[src/rtl/capirq_pkg.sv]
package capirq_pkg;

  localparam int STATUS_W  = 16;
  localparam int NUM_FLAGS = 5;
  localparam int NUM_SRC   = 3;

  localparam int BIT_GLOBAL   = 0;
  localparam int BIT_RISE     = 1;
  localparam int BIT_FALL     = 2;
  localparam int BIT_WRAP     = 3;
  localparam int BIT_RISE_OVF = 4;

  // Strobes from control to the flag register: per-bit set and clear
  // requests plus a wipe that overrides both.
  typedef struct packed {
    logic                 wipe;
    logic [NUM_FLAGS-1:0] setMask;
    logic [NUM_FLAGS-1:0] clrMask;
  } flagStrobes_t;

endpackage

[src/rtl/capirq_datapath.sv]
module capirq_datapath
  import capirq_pkg::*;
(
  input  logic                 clk,
  input  logic                 rstN,
  input  flagStrobes_t         strb,
  output logic [NUM_FLAGS-1:0] flagsQ,
  output logic [STATUS_W-1:0]  statusWord
);

  localparam int PAD_W = STATUS_W - NUM_FLAGS;

  // One sticky cell per flag. Priority: wipe, then set, then clear.
  for (genvar i = 0; i < NUM_FLAGS; i++) begin : g_flag
    always_ff @(posedge clk or negedge rstN) begin
      if (!rstN)                 flagsQ[i] <= 1'b0;
      else if (strb.wipe)        flagsQ[i] <= 1'b0;
      else if (strb.setMask[i])  flagsQ[i] <= 1'b1;
      else if (strb.clrMask[i])  flagsQ[i] <= 1'b0;
    end
  end

  if (PAD_W > 0) begin : g_pad
    assign statusWord = {{PAD_W{1'b0}}, flagsQ};
  end else begin : g_nopad
    assign statusWord = flagsQ[STATUS_W-1:0];
  end

  // A pending set must never be lost to a clear in the same cycle.
  AST_SET_BEATS_CLEAR: assert property (@(posedge clk) disable iff (!rstN)
    (strb.setMask[BIT_RISE] && strb.clrMask[BIT_RISE] && !strb.wipe)
      |=> statusWord[BIT_RISE]);

  AST_PAD_ZERO: assert property (@(posedge clk) disable iff (!rstN)
    statusWord[STATUS_W-1:NUM_FLAGS] == '0);

endmodule

[src/rtl/capirq_ctrl.sv]
module capirq_ctrl
  import capirq_pkg::*;
(
  input  logic                 clk,
  input  logic                 rstN,
  input  logic                 riseEvt,
  input  logic                 fallEvt,
  input  logic                 wrapEvt,
  input  logic [NUM_SRC-1:0]   intEnable,
  input  logic                 clrWrEn,
  input  logic                 forceWrEn,
  input  logic [STATUS_W-1:0]  wrData,
  input  logic                 softReset,
  input  logic [NUM_FLAGS-1:0] flagsIn,
  output flagStrobes_t         strb,
  output logic                 irqQ
);

  logic [NUM_FLAGS-1:0] clrBits;
  logic [NUM_FLAGS-1:0] forceBits;
  logic [NUM_SRC-1:0]   srcHit;
  logic [NUM_SRC-1:0]   srcPending;
  logic                 trigger;
  logic                 unusedWrBits;

  assign clrBits   = clrWrEn   ? wrData[NUM_FLAGS-1:0] : '0;
  assign forceBits = forceWrEn ? wrData[NUM_FLAGS-1:0] : '0;
  // Force positions that carry no meaning, plus the upper data bits.
  assign unusedWrBits = ^wrData[STATUS_W-1:NUM_FLAGS]
                      ^ forceBits[BIT_GLOBAL] ^ forceBits[BIT_RISE_OVF];

  // Event sources: real pulse or forced bit, in the order rise, fall, wrap.
  assign srcHit[0] = riseEvt | forceBits[BIT_RISE];
  assign srcHit[1] = fallEvt | forceBits[BIT_FALL];
  assign srcHit[2] = wrapEvt | forceBits[BIT_WRAP];

  // Event flags sit at status bits BIT_RISE onward, in the same order.
  for (genvar s = 0; s < NUM_SRC; s++) begin : g_src
    assign srcPending[s] = flagsIn[BIT_RISE + s] & intEnable[s];
  end

  assign trigger = !flagsIn[BIT_GLOBAL] && (|srcPending);

  always_comb begin
    strb.wipe    = softReset;
    strb.clrMask = clrBits;
    strb.setMask = '0;
    strb.setMask[BIT_GLOBAL]   = trigger;
    strb.setMask[BIT_RISE]     = srcHit[0];
    strb.setMask[BIT_FALL]     = srcHit[1];
    strb.setMask[BIT_WRAP]     = srcHit[2];
    strb.setMask[BIT_RISE_OVF] = srcHit[0] & flagsIn[BIT_RISE];
  end

  always_ff @(posedge clk or negedge rstN) begin
    if (!rstN) irqQ <= 1'b0;
    else       irqQ <= trigger & !softReset;
  end

  AST_RISE_SETS: assert property (@(posedge clk) disable iff (!rstN)
    (riseEvt && !softReset) |=> flagsIn[BIT_RISE]);

  AST_RISE_OVF: assert property (@(posedge clk) disable iff (!rstN)
    (riseEvt && flagsIn[BIT_RISE] && !softReset) |=> flagsIn[BIT_RISE_OVF]);

  AST_WIPE_ALL: assert property (@(posedge clk) disable iff (!rstN)
    softReset |=> (flagsIn == '0 && !irqQ));

  AST_IRQ_ON_GLOBAL_RISE: assert property (@(posedge clk) disable iff (!rstN)
    irqQ |-> (flagsIn[BIT_GLOBAL] && !$past(flagsIn[BIT_GLOBAL])));

  AST_IRQ_SINGLE: assert property (@(posedge clk) disable iff (!rstN)
    irqQ |=> !irqQ);

  AST_HOLD_WHILE_GLOBAL: assert property (@(posedge clk) disable iff (!rstN)
    (flagsIn[BIT_GLOBAL] && $past(flagsIn[BIT_GLOBAL])) |-> !irqQ);

endmodule

[src/rtl/capture_irq_flags.sv]
module capture_irq_flags
  import capirq_pkg::*;
(
  input  logic                clk,
  input  logic                rstN,
  input  logic                riseEvt,
  input  logic                fallEvt,
  input  logic                wrapEvt,
  input  logic [NUM_SRC-1:0]  intEnable,
  input  logic                clrWrEn,
  input  logic                forceWrEn,
  input  logic [STATUS_W-1:0] wrData,
  input  logic                softReset,
  output logic [STATUS_W-1:0] status,
  output logic                irqPulse
);

  flagStrobes_t         strb;
  logic [NUM_FLAGS-1:0] flagsQ;

  capirq_ctrl i_ctrl (
    .clk       (clk),
    .rstN      (rstN),
    .riseEvt   (riseEvt),
    .fallEvt   (fallEvt),
    .wrapEvt   (wrapEvt),
    .intEnable (intEnable),
    .clrWrEn   (clrWrEn),
    .forceWrEn (forceWrEn),
    .wrData    (wrData),
    .softReset (softReset),
    .flagsIn   (flagsQ),
    .strb      (strb),
    .irqQ      (irqPulse)
  );

  capirq_datapath i_datapath (
    .clk        (clk),
    .rstN       (rstN),
    .strb       (strb),
    .flagsQ     (flagsQ),
    .statusWord (status)
  );

endmodule

[config.mk]
export PLATFORM = sky130hd
export DESIGN_NAME = capture_irq_flags
export DESIGN_NICKNAME = d
export VERILOG_FILES = /design/src/rtl/capirq_pkg.sv /design/src/rtl/capirq_datapath.sv /design/src/rtl/capirq_ctrl.sv /design/src/rtl/capture_irq_flags.sv
export SDC_FILE = /design/constraint.sdc
export NUM_CORES = 1
export LEC_CHECK = 0
export BUFFER_PORTS_ARGS = -buffer_cell sky130_fd_sc_hd__buf_4
export CORE_AREA = 5 5 42 44
export CTS_BUF_LIST = sky130_fd_sc_hd__clkbuf_2 sky130_fd_sc_hd__clkbuf_4 sky130_fd_sc_hd__clkbuf_8
export DETAILED_ROUTE_END_ITERATION = 10
export DIE_AREA = 0 0 47 49
export PLACE_DENSITY = 0.68
export SLEW_MARGIN = 5
export SYNTH_ARGS = -nofsm -noshare
export SYNTH_HDL_FRONTEND = slang
export SYNTH_SLANG_ARGS = --single-unit
[constraint.sdc]
create_clock -name clk -period 1.9 [get_ports clk]
set_clock_uncertainty 0.05 [all_clocks]
set_input_delay 0.475 -clock clk [delete_from_list [all_inputs] [get_ports clk]]
set_output_delay 0.475 -clock clk [all_outputs]
set_load 0.05 [all_outputs]
==> impl_metrics.env, run 1 <==
export IMPL_outcome="completed"
export IMPL_synth_area_per_cell_um2=10.1
export IMPL_core_um2=1400
export IMPL_slowest_stage="dfrtp_1"
export IMPL_design_area_um2=518
export IMPL_fillers=163
export IMPL_cp_data_required_time_ps=1370
export IMPL_clock_sinks=6
export IMPL_fin_tns_setup_ps=0
export IMPL_critical_path_peak_fanout=4
export IMPL_reg2reg_to="i_datapath.flagsQ[0]"
export IMPL_htreeDepth=1
export IMPL_slew_viol_final=0
export IMPL_leakage_uw=0.000276
export IMPL_cpLargestDelayFamily="flip-flops"
export IMPL_place_congestion=0.703
export IMPL_synth_compound_area_frac=0.284
export IMPL_drive_above_1_share=0.458
export IMPL_grt_pass1_vias=318
export IMPL_synth_simple_gate_area_frac=0.0355
export IMPL_drv_cap=0
export IMPL_wl_per_cell_um=12.1
export IMPL_cts_buffers=3
export IMPL_die_w_um=47
export IMPL_powerDensity_nw_per_um2=815
export IMPL_fp_dieH_um=49
export IMPL_io_buffer_count=21
export IMPL_critPathMaxStageDelay_ps=400
export IMPL_setup_worst_path_end_class="primary output"
export IMPL_start_util=0.252
export IMPL_rsz0062_at_grt="no"
export IMPL_grt_total_usage=0.0851
export IMPL_hold_viol_final=0
export IMPL_synth_yosys_warnings=0
export IMPL_area_delta_synth_final_pct=46.8
export IMPL_ys_seq_elements=6
export IMPL_min_to="i_datapath.flagsQ[1]"
export IMPL_ff2ff_setup_slack_ps=800
export IMPL_n_antenna_cell=0
export IMPL_worst_path_stages=1
export IMPL_synthCells=35
export IMPL_finalCritPeriodShare=0.722
export IMPL_clk_pin_slew_ps=50
export IMPL_setup_ws_ps=528
export IMPL_hold_class="in -> reg"
export IMPL_drtPass1Iterations=4
export IMPL_pre_cts_slack_ps=610
export IMPL_initialDrtViolationCount=6
export IMPL_setup_viol=0
export IMPL_worst_setup_path_start_kind="register"
export IMPL_critPathBufInv=1
export IMPL_clockBufferDepth=2
export IMPL_root_buffer="clkbuf_4"
export IMPL_yosysUniqueCellTypes=12
export IMPL_worst_setup_path_type="reg -> out"
export IMPL_via_count=317
export IMPL_finalNetCount=88
export IMPL_min_path_cells=2
export IMPL_antenna_found_initial=0
export IMPL_grt_overflow_total=0
export IMPL_fin_crit_ps=1370
export IMPL_synthMuxAreaShare=0
export IMPL_syn_area_um2=353
export IMPL_post_cts_buffers=0
export IMPL_insertion_delay_ps=250
export IMPL_core_rowCount=14
export IMPL_cts_tree="done"
export IMPL_ctsHoldBuffers=1
export IMPL_ir_worst_vdd_v=0.000291
export IMPL_ff2ff_path_depth=2
export IMPL_synth_top_family_by_area="compound AO/OA/AOI/OAI gates"
export IMPL_num_io_pins=44
export IMPL_drc=0
export IMPL_worstPathCellList="buf_4"
export IMPL_grt_start_max_net_pins=8
export IMPL_reg2reg_from="i_datapath.flagsQ[1]"
export IMPL_max_freq_ghz=0.729
export IMPL_cts_resized=0
export IMPL_ant_nets=0
export IMPL_vias_per_cell=4.23
export IMPL_grt_first_pass_wirelength_mm=1.39
export IMPL_post_dp_cell_area_um2=485
export IMPL_yosys_area_share_xor_xnor=0
export IMPL_seq_area_frac_synth=0.426
export IMPL_routed_wirelength_um=910
export IMPL_min_from="softReset"
export IMPL_arrival_ps=850
export IMPL_die_area_um2=2300
export IMPL_synth_fa_ha_area_frac=0
per-stage QoR:
step	hold slack, ps	total power, uW	std cells	util
after floorplan	129	269	45	-
after global placement	235	302	71	0.346
after detailed placement	237	303	71	0.346
after CTS	377	427	75	0.370
after global routing	385	443	75	0.370
final	375	422	75	0.370
state kept, by name (all words and copies together), names as in the netlist:
| signal | count |
|---|---|
| i_datapath.flagsQ | 5 |
| i_ctrl.irqQ | 1 |
routing by layer:
| metal | wire, um | global-route usage |
|---|---|---|
| met5 | 0 | 0 |
| met4 | 0 | 0.0553 |
| met3 | 164 | 0.0517 |
| met2 | 415 | 0.118 |
| met1 | 330 | 0.0944 |
how the worst max path moves through the flow:
stage | from | end | slack [ps]
2_1_floorplan | i_datapath.flagsQ[1] | i_datapath.flagsQ[0] | 640
3_3_place_gp | intEnable[0] | i_datapath.flagsQ[0] | 590
3_5_place_dp | intEnable[0] | i_datapath.flagsQ[0] | 610
4_1_cts | i_datapath.flagsQ[0] | status[0] | 520
5_1_grt | i_datapath.flagsQ[0] | status[0] | 480
6_report | i_datapath.flagsQ[1] | status[1] | 530
synthesized netlist by cell type (all sizes together):
| cell type | number | share of area |
|---|---|---|
| inv | 1 | 0.011 |
| or2b | 1 | 0.021 |
| dfrtp | 6 | 0.43 |
| buf | 11 | 0.23 |
| a21bo | 4 | 0.11 |
| a222oi | 1 | 0.028 |
| nor3 | 1 | 0.014 |
| a21oi | 7 | 0.099 |
| conb | 1 | 0.011 |
| a31o | 1 | 0.025 |
| o22ai | 1 | 0.018 |
layout make-up:
cell class | count | area, um2 | area share
inverters | 1 | 3.75 | 0.00725
multi-input cells | 27 | 154 | 0.297
flip-flops and latches | 6 | 150 | 0.290
repair buffers | 22 | 168 | 0.324
clock buffers | 3 | 22.5 | 0.0435
well taps | 16 | 20.0 | 0.0386
power breakdown:
part / internal (uW) / switching, uW / leakage [uW]
Combinational: 48.2 / 109 / 0.000186
Clock: 71.6 / 47.9 / 0.0000138
Sequential: 139 / 7.29 / 0.0000763
cells by family after synthesis:
kind of cell    count (synthesis)
other cells                     1
simple gates                    2
flops                           6
buf+inv                        12
compound gates                 14
cells in the final DEF, fill, tap and decap left out:
| cell | Yosys | final |
|---|---|---|
| buf_4 | 11 | 21 |
| conb_1 | 1 | 11 |
| a21oi_1 | 7 | 7 |
| dfrtp_1 | 6 | 6 |
| a21bo_2 | 3 | 3 |
| clkbuf_4 | 0 | 3 |
| a222oi_1 | 1 | 1 |
| nor3_1 | 1 | 1 |
| or2b_1 | 1 | 1 |
| o22ai_1 | 1 | 1 |
| a21bo_1 | 1 | 1 |
| inv_1 | 1 | 1 |
| a31o_1 | 1 | 1 |
| dlygate4sd3_1 | 0 | 1 |
Note: power is estimated with default switching activity, not from simulation.
==> run 2, diff against run 1 <==
--- a/config.mk
+++ b/config.mk
@@ -10,7 +10,7 @@
 export CTS_BUF_LIST = sky130_fd_sc_hd__clkbuf_2 sky130_fd_sc_hd__clkbuf_4 sky130_fd_sc_hd__clkbuf_8
 export DETAILED_ROUTE_END_ITERATION = 10
 export DIE_AREA = 0 0 47 49
-export PLACE_DENSITY = 0.68
+export PLACE_DENSITY = 0.71
 export SLEW_MARGIN = 5
 export SYNTH_ARGS = -nofsm -noshare
 export SYNTH_HDL_FRONTEND = slang
==> constraint.sdc (replaced) <==
create_clock -name clk -period 1.26 [get_ports clk]
set_clock_uncertainty 0.05 [all_clocks]
set_input_delay 0.315 -clock clk [delete_from_list [all_inputs] [get_ports clk]]
set_output_delay 0.315 -clock clk [all_outputs]
set_load 0.05 [all_outputs]
==> run 2 against run 1 <==
Total power grew 60%. Largest cell class unchanged. Highest routed layer unchanged. Hold slack lost 160 ps. Flip-flop and latch count is the same.
==> impl_metrics.env, run 2 (same netlist as run 1, synthesis figures left out) <==
export IMPL_outcome="completed"
export IMPL_final_common_cell="buf_4"
export IMPL_ir_worst_vdd_v=0.000578
export IMPL_ff2ff_path_depth=2
export IMPL_num_io_pins=44
export IMPL_powerDensity_nw_per_um2=1280
export IMPL_fp_dieH_um=49
export IMPL_grt_start_max_net_pins=8
export IMPL_worst_setup_path_type="reg -> out"
export IMPL_total_power_uw=675
export IMPL_rsz0062_at_grt="yes"
export IMPL_die_w_um=47
export IMPL_worst_path_stages=1
export IMPL_post_cts_buffers=0
export IMPL_finalNetCount=88
export IMPL_largest_registers="i_datapath.flagsQ (5), i_ctrl.irqQ (1)"
export IMPL_insertion_delay_ps=250
export IMPL_max_freq_ghz=0.817
export IMPL_slew_viol_final=0
export IMPL_finalCritPeriodShare=0.971
export IMPL_fin_crit_ps=1220
export IMPL_setup_worst_path_end_class="primary output"
export IMPL_core_um2=1400
export IMPL_grt_pass1_vias=346
export IMPL_grt_first_pass_wirelength_mm=1.41
export IMPL_via_count=318
export IMPL_worstPathCellList="buf_4"
export IMPL_critPathMaxStageDelay_ps=420
export IMPL_vias_per_cell=4.18
export IMPL_hpwlAfterDp_um=752
export IMPL_grt_overflow_total=0
export IMPL_final_core_util=0.376
export IMPL_arrival_ps=860
export IMPL_most_common_layout_cells="buf_4 (21), conb_1 (11), a21oi_1 (7), dfrtp_1 (5), clkbuf_4 (4)"
export IMPL_cts_buffers=3
export IMPL_clk_pin_slew_ps=50
export IMPL_place_congestion=0.624
export IMPL_hold_viol_final=0
export IMPL_htreeDepth=1
export IMPL_drc=0
export IMPL_area_delta_synth_final_pct=49.3
export IMPL_grt_total_usage=0.0863
export IMPL_hold_class="in -> reg"
export IMPL_leakage_uw=0.000279
export IMPL_regMostFlops="i_datapath.flagsQ"
export IMPL_setup_viol=0
export IMPL_clockBufferDepth=2
export IMPL_routed_wirelength_um=903
export IMPL_whs_ps=217
export IMPL_drtPass1Iterations=4
export IMPL_drv_cap=0
export IMPL_die_area_um2=2300
export IMPL_critical_path_peak_fanout=4
export IMPL_ant_nets=0
export IMPL_cpLargestDelayFamily="flip-flops"
export IMPL_fillers=150
export IMPL_cp_data_required_time_ps=890
export IMPL_start_util=0.252
export IMPL_wl_per_cell_um=11.9
export IMPL_min_path_cells=2
export IMPL_io_buffer_count=21
export IMPL_clock_sinks=6
export IMPL_root_buffer="clkbuf_4"
export IMPL_initialDrtViolationCount=4
export IMPL_antenna_found_initial=0
export IMPL_core_rowCount=14
export IMPL_slowest_stage="dfrtp_2"
export IMPL_worst_setup_path_start_kind="register"
export IMPL_cts_tree="done"
export IMPL_drive_above_1_share=0.483
export IMPL_n_antenna_cell=0
export IMPL_largest_reg_flops=5
export IMPL_critPathBufInv=1
==> run 2: area by class of cell <==
type                    count  area (um2)  area share
repair buffers             22         168       0.318
inverters                   1        3.75     0.00713
well taps                  16        20.0      0.0380
multi-input cells          27         154       0.292
clock buffers               4        30.0      0.0570
flip-flops and latches      6         151       0.287
==> run 2: final timing paths <==
path                                      start                   end  slack [ps]
max                        i_datapath.flagsQ[1]             status[1]          40
min                                   softReset  i_datapath.flagsQ[1]         220
max reg2reg                i_datapath.flagsQ[1]  i_datapath.flagsQ[0]         130
min reg2reg                i_datapath.flagsQ[0]           i_ctrl.irqQ         440
max in group asynchronous                  rstN  i_datapath.flagsQ[1]         670
min in group asynchronous                  rstN  i_datapath.flagsQ[1]         360
==> run 2: where the power goes <==
| group | switching [uW] | internal (uW) |
|---|---|---|
| logic | 164 | 72.7 |
| clock network | 75.9 | 142 |
| registers | 11.3 | 209 |
| total | 251 | 424 |
==> run 2: through the flow <==
step                std cells  TNS, ps  cell area [um2]  setup slack (ps)
global placement           71        0              487               133
detailed placement         71        0              487               104
floorplan                  45        0              392              42.8
global route               76    -25.0              527             -25.0
CTS                        76        0              527              21.9
finish                     76        0              527              36.4
==> run 2: timing repair <==
item	in CTS	in global routing
endpoints found under the setup margin	0	1
hold buffers	1	0
resized for setup	0	0
hold endpoints to repair	6	0
==> run 2: per-layer routing <==
| layer | GRT usage | wire length, um | part of all wire | vias to the layer above |
|---|---|---|---|---|
| met4 | 0.0415 | 0 | 0 | 0 |
| met2 | 0.138 | 452 | 0.50 | 19 |
| met1 | 0.0935 | 337 | 0.37 | 146 |
| met5 | 0 | 0 | 0 | - |
| li1 | - | - | - | 153 |
| met3 | 0.0369 | 112 | 0.12 | 0 |
